`src/rtl/vdom_pkg.sv`:
```
package vdom_pkg;

  typedef enum logic [3:0] {
    ST_IDLE,
    ST_GAP,
    ST_MEM,
    ST_TAIL,
    ST_LONG,
    ST_DN_BUS,
    ST_UP_ISO,
    ST_UP_RREL,
    ST_UP_CORE,
    ST_UP_BUS
  } vdom_state_e;

  function automatic int unsigned max2(int unsigned x, int unsigned y);
    return (x > y) ? x : y;
  endfunction

  // cycle offset of memory step k from the accepting edge
  function automatic int unsigned step_cycle(int unsigned gap_us, int unsigned step_us,
                                             int unsigned cpu, int unsigned k);
    return (gap_us + step_us * k) * cpu;
  endfunction

endpackage

```
`src/rtl/vdom_us_timer.sv`:
```
module vdom_us_timer #(
  parameter int unsigned CYCLES_PER_US = 50,
  parameter int unsigned LEN_W         = 15
) (
  input  logic             clk,
  input  logic             rst_n,
  input  logic             start,
  input  logic [LEN_W-1:0] len_us,
  output logic             expire
);
  localparam int unsigned PRE_W = (CYCLES_PER_US > 1) ? $clog2(CYCLES_PER_US) : 1;
  localparam logic [PRE_W-1:0] PRE_LAST = PRE_W'(CYCLES_PER_US - 1);

  logic [PRE_W-1:0] pre_q;
  logic [LEN_W-1:0] left_q;
  logic             run_q;
  logic             us_tick;

  assign us_tick = run_q && (pre_q == PRE_LAST);
  assign expire  = us_tick && (left_q == LEN_W'(1));

  always_ff @(posedge clk or negedge rst_n) begin
    if (!rst_n) begin
      pre_q  <= '0;
      left_q <= '0;
      run_q  <= 1'b0;
    end else if (start) begin
      pre_q  <= '0;
      left_q <= len_us;
      run_q  <= 1'b1;
    end else if (run_q) begin
      if (us_tick) begin
        pre_q  <= '0;
        left_q <= left_q - LEN_W'(1);
        if (left_q == LEN_W'(1)) run_q <= 1'b0;
      end else begin
        pre_q <= pre_q + PRE_W'(1);
      end
    end
  end


  tmr_count_chk: assert property (@(posedge clk) disable iff (!rst_n)
    (run_q && !start) |=> (left_q <= $past(left_q)));

endmodule

```
`src/rtl/vdom_mem_stepper.sv`:
```
module vdom_mem_stepper #(
  parameter int unsigned WORD_W    = 32,
  parameter int unsigned GRP_W     = 8,
  parameter int unsigned IDX_W     = 6,
  parameter bit          INIT_DOWN = 1'b1
) (
  input  logic              clk,
  input  logic              rst_n,
  input  logic              step_en,
  input  logic              step_set,
  input  logic [IDX_W-1:0]  step_idx,
  output logic [WORD_W-1:0] word_a,
  output logic [WORD_W-1:0] word_b,
  output logic [GRP_W-1:0]  grp_c
);
  localparam int unsigned FIELDS = WORD_W / 2;
  localparam int unsigned AW     = $clog2(WORD_W);
  localparam int unsigned CW     = $clog2(GRP_W);

  function automatic logic [WORD_W-1:0] odd_bits();
    logic [WORD_W-1:0] v;
    v = '0;
    for (int i = 1; i < int'(WORD_W); i += 2) v[i] = 1'b1;
    return v;
  endfunction

  int unsigned     k_u;
  logic            in_a, in_b;
  logic [AW-1:0]   pos_a, pos_b;
  logic [CW-1:0]   pos_c;

  always_comb begin
    k_u   = 32'(step_idx);
    in_a  = (k_u < FIELDS);
    in_b  = (k_u >= FIELDS) && (k_u < 2 * FIELDS);
    pos_a = AW'(2 * k_u + 1);
    pos_b = AW'(2 * (k_u - FIELDS) + 1);
    pos_c = CW'(k_u - 2 * FIELDS);
  end

  always_ff @(posedge clk or negedge rst_n) begin
    if (!rst_n) begin
      word_a <= INIT_DOWN ? odd_bits() : '0;
      word_b <= INIT_DOWN ? odd_bits() : '0;
      grp_c  <= INIT_DOWN ? '1 : '0;
    end else if (step_en) begin
      if (in_a)      word_a[pos_a] <= step_set;
      else if (in_b) word_b[pos_b] <= step_set;
      else           grp_c[pos_c]  <= step_set;
    end
  end


  one_step_chk: assert property (@(posedge clk) disable iff (!rst_n)
    $countones({word_a, word_b, grp_c} ^ $past({word_a, word_b, grp_c})) <= 1);

endmodule

```
`src/rtl/vdom_pwr_seq.sv`:
```
module vdom_pwr_seq #(
  parameter int unsigned CYCLES_PER_US = 50,
  parameter int unsigned GAP_US        = 20,
  parameter int unsigned STEP_US       = 5,
  parameter int unsigned TAIL_US       = 20,
  parameter int unsigned LONG_US       = 20000,
  parameter int unsigned WORD_W        = 32,
  parameter int unsigned GRP_W         = 8,
  parameter bit          INIT_SW_OFF   = 1'b1
) (
  input  logic              clk,
  input  logic              rst_n,
  input  logic              req_on,
  input  logic              req_off,
  input  logic              req_shut,
  output logic              iso_en,
  output logic              sw_off,
  output logic [WORD_W-1:0] mem_word_a,
  output logic [WORD_W-1:0] mem_word_b,
  output logic [GRP_W-1:0]  mem_grp_c,
  output logic              dom_rst,
  output logic              core_clk_en,
  output logic              bus_clk_en,
  output logic              powered,
  output logic              busy,
  output logic              done
);
  import vdom_pkg::*;

  localparam int unsigned NSTEPS = WORD_W + GRP_W;
  localparam int unsigned IDX_W  = $clog2(NSTEPS + 1);
  localparam int unsigned LEN_W  =
    $clog2(max2(max2(GAP_US, STEP_US), max2(TAIL_US, LONG_US)) + 1);

  vdom_state_e      state_q;
  logic             dir_down_q;
  logic [IDX_W-1:0] step_q;

  // named internal events
  logic             want_off, accept_dn, accept_up, noop_req;
  logic             tmr_expire, tmr_start, step_en, ladder_end;
  logic [LEN_W-1:0] tmr_len;

  always_comb begin
    want_off   = req_off | req_shut;
    accept_dn  = (state_q == ST_IDLE) && want_off && powered;
    accept_up  = (state_q == ST_IDLE) && req_on && !want_off && !powered;
    noop_req   = (state_q == ST_IDLE) &&
                 ((want_off && !powered) || (req_on && !want_off && powered));
    step_en    = tmr_expire && ((state_q == ST_GAP) ||
                 ((state_q == ST_MEM) && (step_q != IDX_W'(NSTEPS))));
    ladder_end = tmr_expire && (state_q == ST_MEM) && (step_q == IDX_W'(NSTEPS));
    tmr_start  = 1'b0;
    tmr_len    = '0;
    if (accept_dn || accept_up) begin
      tmr_start = 1'b1;
      tmr_len   = LEN_W'(GAP_US);
    end else if (step_en) begin
      tmr_start = 1'b1;
      tmr_len   = LEN_W'(STEP_US);
    end else if (ladder_end) begin
      tmr_start = 1'b1;
      tmr_len   = LEN_W'(TAIL_US);
    end else if (tmr_expire && (state_q == ST_TAIL) && dir_down_q) begin
      tmr_start = 1'b1;
      tmr_len   = LEN_W'(LONG_US);
    end
  end

  vdom_us_timer #(
    .CYCLES_PER_US (CYCLES_PER_US),
    .LEN_W         (LEN_W)
  ) u_timer (
    .clk    (clk),
    .rst_n  (rst_n),
    .start  (tmr_start),
    .len_us (tmr_len),
    .expire (tmr_expire)
  );

  vdom_mem_stepper #(
    .WORD_W    (WORD_W),
    .GRP_W     (GRP_W),
    .IDX_W     (IDX_W),
    .INIT_DOWN (INIT_SW_OFF)
  ) u_mem (
    .clk      (clk),
    .rst_n    (rst_n),
    .step_en  (step_en),
    .step_set (dir_down_q),
    .step_idx (step_q),
    .word_a   (mem_word_a),
    .word_b   (mem_word_b),
    .grp_c    (mem_grp_c)
  );

  always_ff @(posedge clk or negedge rst_n) begin
    if (!rst_n) begin
      state_q     <= ST_IDLE;
      dir_down_q  <= 1'b0;
      step_q      <= '0;
      iso_en      <= INIT_SW_OFF;
      sw_off      <= INIT_SW_OFF;
      dom_rst     <= 1'b0;
      core_clk_en <= !INIT_SW_OFF;
      bus_clk_en  <= !INIT_SW_OFF;
      powered     <= !INIT_SW_OFF;
      busy        <= 1'b0;
      done        <= 1'b0;
    end else begin
      done <= 1'b0;
      if (step_en) step_q <= step_q + IDX_W'(1);
      unique case (state_q)
        ST_IDLE: begin
          if (accept_dn) begin
            iso_en     <= 1'b1;
            busy       <= 1'b1;
            dir_down_q <= 1'b1;
            step_q     <= '0;
            state_q    <= ST_GAP;
          end else if (accept_up) begin
            sw_off     <= 1'b0;
            busy       <= 1'b1;
            dir_down_q <= 1'b0;
            step_q     <= '0;
            state_q    <= ST_GAP;
          end else if (noop_req) begin
            done <= 1'b1;
          end
        end
        ST_GAP:  if (tmr_expire) state_q <= ST_MEM;
        ST_MEM:  if (ladder_end) state_q <= ST_TAIL;
        ST_TAIL: begin
          if (tmr_expire) begin
            if (dir_down_q) begin
              sw_off  <= 1'b1;
              state_q <= ST_LONG;
            end else begin
              dom_rst <= 1'b1;
              state_q <= ST_UP_ISO;
            end
          end
        end
        ST_LONG: begin
          if (tmr_expire) begin
            core_clk_en <= 1'b0;
            state_q     <= ST_DN_BUS;
          end
        end
        ST_DN_BUS: begin
          bus_clk_en <= 1'b0;
          busy       <= 1'b0;
          done       <= 1'b1;
          powered    <= 1'b0;
          state_q    <= ST_IDLE;
        end
        ST_UP_ISO: begin
          iso_en  <= 1'b0;
          state_q <= ST_UP_RREL;
        end
        ST_UP_RREL: begin
          dom_rst <= 1'b0;
          state_q <= ST_UP_CORE;
        end
        ST_UP_CORE: begin
          core_clk_en <= 1'b1;
          state_q     <= ST_UP_BUS;
        end
        ST_UP_BUS: begin
          bus_clk_en <= 1'b1;
          busy       <= 1'b0;
          done       <= 1'b1;
          powered    <= 1'b1;
          state_q    <= ST_IDLE;
        end
        default: state_q <= ST_IDLE;
      endcase
    end
  end


  iso_hold_chk: assert property (@(posedge clk) disable iff (!rst_n)
    sw_off |-> iso_en);


  clk_rise_chk: assert property (@(posedge clk) disable iff (!rst_n)
    ($rose(core_clk_en) || $rose(bus_clk_en)) |-> (!sw_off && !dom_rst));


  iso_rel_chk: assert property (@(posedge clk) disable iff (!rst_n)
    $fell(iso_en) |-> dom_rst);


  clk_order_chk: assert property (@(posedge clk) disable iff (!rst_n)
    $rose(bus_clk_en) |-> core_clk_en);


  clk_down_chk: assert property (@(posedge clk) disable iff (!rst_n)
    $fell(core_clk_en) |-> (sw_off && bus_clk_en));


  done_end_chk: assert property (@(posedge clk) disable iff (!rst_n)
    $fell(busy) |-> done);


  mem_idle_chk: assert property (@(posedge clk) disable iff (!rst_n)
    !busy |=> $stable({mem_word_a, mem_word_b, mem_grp_c}));

endmodule

```
`config.mk`:
```
export PLATFORM = sky130hd
export DESIGN_NAME = vdom_pwr_seq
export DESIGN_NICKNAME = d
export VERILOG_FILES = /design/src/rtl/vdom_pkg.sv /design/src/rtl/vdom_us_timer.sv /design/src/rtl/vdom_mem_stepper.sv /design/src/rtl/vdom_pwr_seq.sv
export SDC_FILE = /design/constraint.sdc
export NUM_CORES = 1
export LEC_CHECK = 0
export CAP_MARGIN = 20
export CORE_MARGIN = 3
export CORE_UTILIZATION = 45
export CTS_BUF_LIST = sky130_fd_sc_hd__clkbuf_16
export DETAILED_ROUTE_END_ITERATION = 12
export DONT_BUFFER_PORTS = 1
export PLACE_DENSITY = 0.68
export SLEW_MARGIN = 20
export SYNTH_ARGS = -nofsm -noshare
export SYNTH_HDL_FRONTEND = slang
export SYNTH_SLANG_ARGS = --single-unit
```
`constraint.sdc`:
```
create_clock -name clk -period 4.6 [get_ports clk]
set_clock_uncertainty 0.1 [all_clocks]
set_input_delay 0.23 -clock clk [delete_from_list [all_inputs] [get_ports clk]]
set_output_delay 0.23 -clock clk [all_outputs]
set_load 0.01 [all_outputs]
```
==> results.md, run 1 <==
* H-Tree Depth at 3
* CP Launch Type: flip-flop
* Max Used Layer: met4
* Leak pwr at 1.93 nW
* Worst setup EP type: flip-flop
* Delay-heaviest family, CP: simple AND/OR/NAND/NOR gates
* Slew HR at 0.476
* CP Cell Sequence: inv_1, ha_1, nand2_2, or4_1, o31ai_1, and3_1, a2111oi_0
* HP Class: in2reg
* Core ar. at 9500 um2
* Clock-pin slew on the worst setup and hold paths at 0.06 ns
* Post-CTS Hold Buffers at 2
* Yosys reg bits at 80
* Worst setup path category: reg2reg
* Outcome: finished, final reports clean
* Dpl hpwl at 6460 um
* Layout cell share with drive strength beyond 1 at 0.217
* Largest fanout on the critical path at 20
* CP arrival at 3.13 ns
* ANT cells at 0
* Pre-CTS setup slack at 1.52 ns
* Core Rows at 35
* Fin nets at 455
* Antenna-violating nets left at 0
* CTS tree: done
* DRT iter0 DRCs at 154
* Sequential share of the synthesized area at 0.454
* Met1 WL at 4140 um
* Fin worst setup slack at 1.54 ns
* Die area at 11300 um2
* First-pass GRT wire length at 15800 um
* Synth cell types at 60
* Clk Latency, worst-skew pair at 0.34 ns
* Max Freq at 0.326 GHz
* Yosys top cell by area: dfstp_2
* Mean Syn Cell Area at 9.89 um2
* Post-synth EDFFs at 0
* Max stage delay on crit path at 0.75 ns
* Seq. cell area at 2050 um2
* VDD IR max at 169 uV
* CTS sink cnt at 80
* Antenna violations before repair at 0
* Most common cell after layout, fill and taps aside: nand3_1
* Syn-to-layout area delta at 6.10%
* Die Ht at 106 um
* Clk root buf: clkbuf_16
* Routed wire per std cell at 16.6 um
* Final worst-path cycle share at 0.666
* Post-synth ARST share at 1.00
* Vias in the first global route at 3124
* Power Dens Cells at 304 nW/um2
* Final hold viol count at 0
* # Post-CTS Setup Buffers at 0
* Worst-margin pin slew at 0.785 ns
* Synthesized area at 4530 um2
* Cells after synthesis at 458
* Vias at 3295
* Commonest non-fill, non-tap cells in the layout: 45 x nand3_1, 42 x dfstp_2, 38 x dfrtp_1
* Max Buffers Root-to-Sink at 2
* Cts repair resizes at 0
* Num CTS Buffers at 9
* Num ports at 85
* Slew Viols, Final at 0
* CP max-delay cell: or4_1
* Top post-synthesis cells by area: dfstp_2 24%, dfrtp_1 21%, mux2_2 6.7%, buf_4 5.8%, nand3_1 5.0%
* Gr ovfl total at 0
* Chip Width at 106 um
* Drt total wl at 9540 um
* Worst path required time at 4.67 ns
* Filler instances at 857
* Drt first pass iters at 5
* Vias/cell at 5.72
* RSZ-0062 raised after global routing: no
* PortBufs at 0
* Total of warnings raised by yosys at 0
* Met2 wire length at 4760 um
* Largest net degree at the start of global routing at 81
* Buf/Inv on CP at 1
* Main synth FF type: dfstp_2
* GRT Util Overall at 0.172
* Routability cong. at 0.861
* DR WL met3 at 450 um
* Max cap viols at 0
* Period minus WS final at 3.06 ns
* DRC Markers at 0
* Starting Density at 0.477
* Endpoints failing setup at 0
* Fin Setup TNS at 0 ns
* Multi-input gate area at 2190 um2
* Post-synth top area share at 0.244
==> final cells by class <==
cell class	count	share of cell area
inverter	9	0.00703
sequential	80	0.427
clock buffer	10	0.0521
multi-input combinational	336	0.456
tap	129	0.0336
clock inverter	6	0.00989
timing repair buffer	6	0.0141
==> sequential cells by signal, summed over array words and instances (netlist names), 4 cells and up <==
| register | flops |
|---|---|
| u_timer.pre_q | 6 |
| u_mem.grp_c | 8 |
| state_q | 4 |
| u_timer.left_q | 15 |
| step_q | 6 |
| u_mem.word_b | 16 |
| u_mem.word_a | 16 |
==> power by group <==
group | switching (W) | internal (W) | leakage [nW]
sequential | 0.00000354 | 0.000707 | 0.874
clock | 0.000302 | 0.000404 | 0.147
combinational | 0.0000355 | 0.00000790 | 0.913
total | 0.000341 | 0.00112 | 1.93
==> cell usage after synthesis (2+ instances only) <==
library cell  count
a211oi_1          3
a21o_1            2
a21oi_1          20
a311oi_1          2
a31oi_1           3
and2_1            2
and3_1            3
and4_1            2
buf_1             2
buf_4            35
clkbuf_1         26
dfrtp_1          38
dfstp_2          42
ha_1              8
inv_1             9
mux2_1           12
mux2_2           27
mux2i_1           5
nand2_1          22
nand2b_1          6
nand3_1          45
nand3b_1          2
nand4_1          11
nor2_1           34
nor2b_1           3
nor3_1           16
nor4_1            7
o21ai_0          16
o311a_1           3
o31ai_1           7
or3_1             4
or4_1             5
or4b_2            2
xor2_1            8
==> cells by family (layout without fill, tap and decap cells) <==
kind of cell | count (synthesis) | count (layout) | share of synthesized area
adders and majority gates | 8 | 8 | 0.0221
AOI/OAI and AO/OA | 69 | 69 | 0.104
xor gates and xnor gates | 9 | 9 | 0.0174
buffers and inverters | 73 | 31 | 0.0898
muxes | 45 | 45 | 0.111
other | 1 | 32 | 0.000828
DFF | 80 | 80 | 0.454
and+or+nand+nor | 173 | 173 | 0.201
==> path summary, 6_finish.rpt <==
| path | slack (ns) | cells past startpoint | to | start |
|---|---|---|---|---|
| max | 1.54 | 7 | u_timer.left_q[4] | u_timer.pre_q[1] |
| min | 0.04 | 2 | sw_off | req_on |
| max reg2reg | 1.54 | 7 | u_timer.left_q[4] | u_timer.pre_q[1] |
| min reg2reg | 0.46 | 2 | iso_en | iso_en |
| max in group asynchronous | 3.69 | 2 | u_mem.grp_c[6] | rst_n |
| min in group asynchronous | 0.37 | 2 | step_q[5] | rst_n |
==> worst reg2reg max path, delay by kind of cell, from the launching register on <==
kind	cells	cell delay, ns
AOI/OAI and AO/OA	2	0.67
DFF	1	0.42
adders and majority gates	1	0.14
buffers and inverters	1	0.07
and+or+nand+nor	3	1.50
==> through the flow <==
stage	hold slack, ns	utilization	total power (W)	cells	instance area (um2)
floorplan	-0.166	-	0.000764	489	4650
global placement	-0.160	0.470	0.000748	558	4470
detailed placement	-0.160	0.470	0.000748	558	4470
CTS	0.0372	0.506	0.00147	576	4810
global route	0.0643	0.506	0.00151	576	4810
finish	0.0398	0.506	0.00146	576	4810
==> metal layers <==
layer,vias up,global-route usage
li1,1565,-
met1,1613,0.225
met4,0,0.0648
met5,-,0
met3,17,0.0285
met2,100,0.285
Power figures use the tool's default switching activity.
==> run 2: changes to the inputs <==
Clock period 4.6 ns to 3.2 ns, I/O delays scaled along.
==> run 2 against run 1 <==
Net effect:
- clock power grew 49%
- routed wire length increased by 0.20%
- core utilization increased by 1.0 points
- critical path type unchanged
- largest power group is now the clock network
- highest routed layer unchanged
==> results.md, run 2 (synthesized netlist as in run 1, its figures left out) <==
* VDD IR max at 252 uV (+49%)
* Endpoints failing setup at 0 (unchanged)
* Die Ht at 106 um (unchanged)
* Seq pwr share at 0.478 (-0.008)
* Starting Density at 0.477 (unchanged)
* Switching fraction of total power at 0.231 (-0.00244)
* Max stage delay on crit path at 0.63 ns (-0.12 ns)
* Worst hold margin at 0.0970 ns (+0.0571 ns)
* GRT Util Overall at 0.173 (+0.00129)
* Outcome: finished, final reports clean
* Layout cell share with drive strength beyond 1 at 0.236 (+0.0193)
* Most common cell after layout, fill and taps aside: nand3_1
* Chip Width at 106 um (unchanged)
* Worst-margin pin slew at 0.712 ns (-0.0733 ns)
* Max Buffers Root-to-Sink at 2 (unchanged)
* Commonest non-fill, non-tap cells in the layout: 45 x nand3_1, 42 x dfstp_2, 38 x dfrtp_1
* Slew HR at 0.522 (+0.0460)
* CP Cell Sequence: nor4_1, nand3_1, a2111o_1, or4_4, mux2_4
* Drt total wl at 9560 um (+0.20%)
* Clk network pwr share at 0.491 (+0.007)
* DRT iter0 DRCs at 258 (+68%)
* Worst setup path category: reg2reg
* CP Launch Type: flip-flop
* H-Tree Depth at 3 (unchanged)
* Power after layout at 0.00213 W (+46%)
* CP arrival at 3.02 ns (-0.11 ns)
* Largest fanout on the critical path at 6 (-70%)
* Syn-to-layout area delta at 8.26%
* Biggest regs: u_mem.word_a (16), u_mem.word_b (16), u_timer.left_q (15)
* Final hold viol count at 0 (unchanged)
* Vias/cell at 5.62 (-1.7%)
* Fin Setup TNS at 0 ns (unchanged)
* Post-layout util at 0.516 (+0.0103)
* Slew Viols, Final at 0 (unchanged)
* Clk Latency, worst-skew pair at 0.34 ns (about the same)
* Largest net degree at the start of global routing at 81 (unchanged)
* Worst path required time at 3.37 ns (-1.30 ns)
* CTS tree: done
* Antenna violations before repair at 0 (unchanged)
* Routability cong. at 0.861 (about the same)
* Clock-pin slew on the worst setup and hold paths at 0.06 ns (about the same)
* Fin nets at 465 (+2.2%)
* Die area at 11300 um2 (unchanged)
* Filler instances at 867 (+1.2%)
* Clk root buf: clkbuf_16
* DRC Markers at 0 (unchanged)
* Dpl hpwl at 6600 um (+2.1%)
* Design area at 4900 um2 (+2.0%)
* Vias at 3296 (+0.030%)
* Num ports at 85 (unchanged)
* CTS sink cnt at 80 (unchanged)
* Final worst-path cycle share at 0.893 (+0.227)
* First-pass GRT wire length at 16000 um (+1.6%)
* Period minus WS final at 2.86 ns (-0.205 ns)
* Worst setup EP type: flip-flop
* Antenna-violating nets left at 0 (unchanged)
* Internal at 0.00164 W (+47%)
* Drt first pass iters at 4 (-1)
* PortBufs at 0 (unchanged)
* Vias in the first global route at 3197 (+2.3%)
* Power Dens Cells at 435 nW/um2 (+43%)
* Placed instance area at 4550 um2 (+1.8%)
* Core ar. at 9500 um2 (unchanged)
* Combinational cell fraction of total power at 0.031 (about the same)
* CP max-delay cell: nor4_1
* Max Freq at 0.350 GHz (+7.2%)
* HP Class: in2reg
* Gr ovfl total at 0 (unchanged)
* Multi-input gate area at 2190 um2 (+0.17%)
* Max cap viols at 0 (unchanged)
* Leak pwr at 1.99 nW (+2.8%)
* Core Rows at 35 (unchanged)
* RSZ-0062 raised after global routing: no
* Switch Pwr at 0.000494 W (+45%)
* Routed wire per std cell at 16.3 um (-1.5%)
* ANT cells at 0 (unchanged)
* Seq. cell area at 2050 um2 (unchanged)
* Num CTS Buffers at 9 (unchanged)
-- run 2: cell types whose count changed in the layout (fill, tap and decap cells not counted), sizes merged --
cell         change
buf              +9
bufinv           +1
clkbuf           -1
dlygate4sd3      +1
-- run 2: area by class of cell --
type	count	area share
Clock buffer	9	0.0459
Clock inverter	7	0.0156
Inverter	9	0.00689
Multi-Input combinational cell	336	0.448
Sequential cell	80	0.419
Tap cell	129	0.0329
Timing Repair Buffer	16	0.0322
-- run 2: through the flow --
step | setup WS (ns) | cells
global placement | 0.433 | 567
detailed placement | 0.347 | 567
floorplan | 0.405 | 489
CTS | 0.275 | 586
finish | 0.341 | 586
global route | 0.0797 | 586
-- run 2: worst max-delay path: cells and delay by family, from the launching register on --
family	cells	cell delay, ns
AO/OA/AOI/OAI	1	0.47
AND/OR/NAND/NOR	3	1.48
flip-flops	1	0.43
multiplexers	1	0.30
-- run 2: metal layers --
metal / wire length (um) / GRT usage / vias up
met4: 98 / 0.0601 / 0
met2: 4760 / 0.277 / 99
met3: 478 / 0.0376 / 10
met5: 0 / 0 / -
met1: 4220 / 0.232 / 1614
li1: - / - / 1573
-- run 2: repair_timing --
action / 4_1_cts / 5_1_grt
hold buffers: 3 / 0
endpoints found under the hold margin: 81 / 0
setup endpoints to repair: 0 / 1
buffers inserted: 0 / 0
resized for setup: 0 / 2
-- run 2: power by group through the flow --
stage	clock (W)	sequential [W]	combinational, W
after floorplan	0	0.00103	0.0000648
after global placement	0	0.00104	0.0000393
after detailed placement	0	0.00104	0.0000400
after CTS	0.00106	0.00102	0.0000664
after global routing	0.00111	0.00102	0.0000756
final	0.00105	0.00102	0.0000659
-- run 2: worst paths after layout --
kind                                          from                 end  slack, ns  depth (start not counted)
max in group asynchronous                    rst_n    u_mem.word_a[15]       2.36                          2
worst max register to register  u_timer.left_q[10]      u_mem.grp_c[7]       0.34                          5
min in group asynchronous                    rst_n  u_timer.left_q[14]       0.30                          2
worst min register to register    u_timer.pre_q[5]    u_timer.pre_q[5]       0.45                          2
worst min-delay path                       req_off              sw_off        0.1                          3
worst max-delay path            u_timer.left_q[10]      u_mem.grp_c[7]       0.34                          5
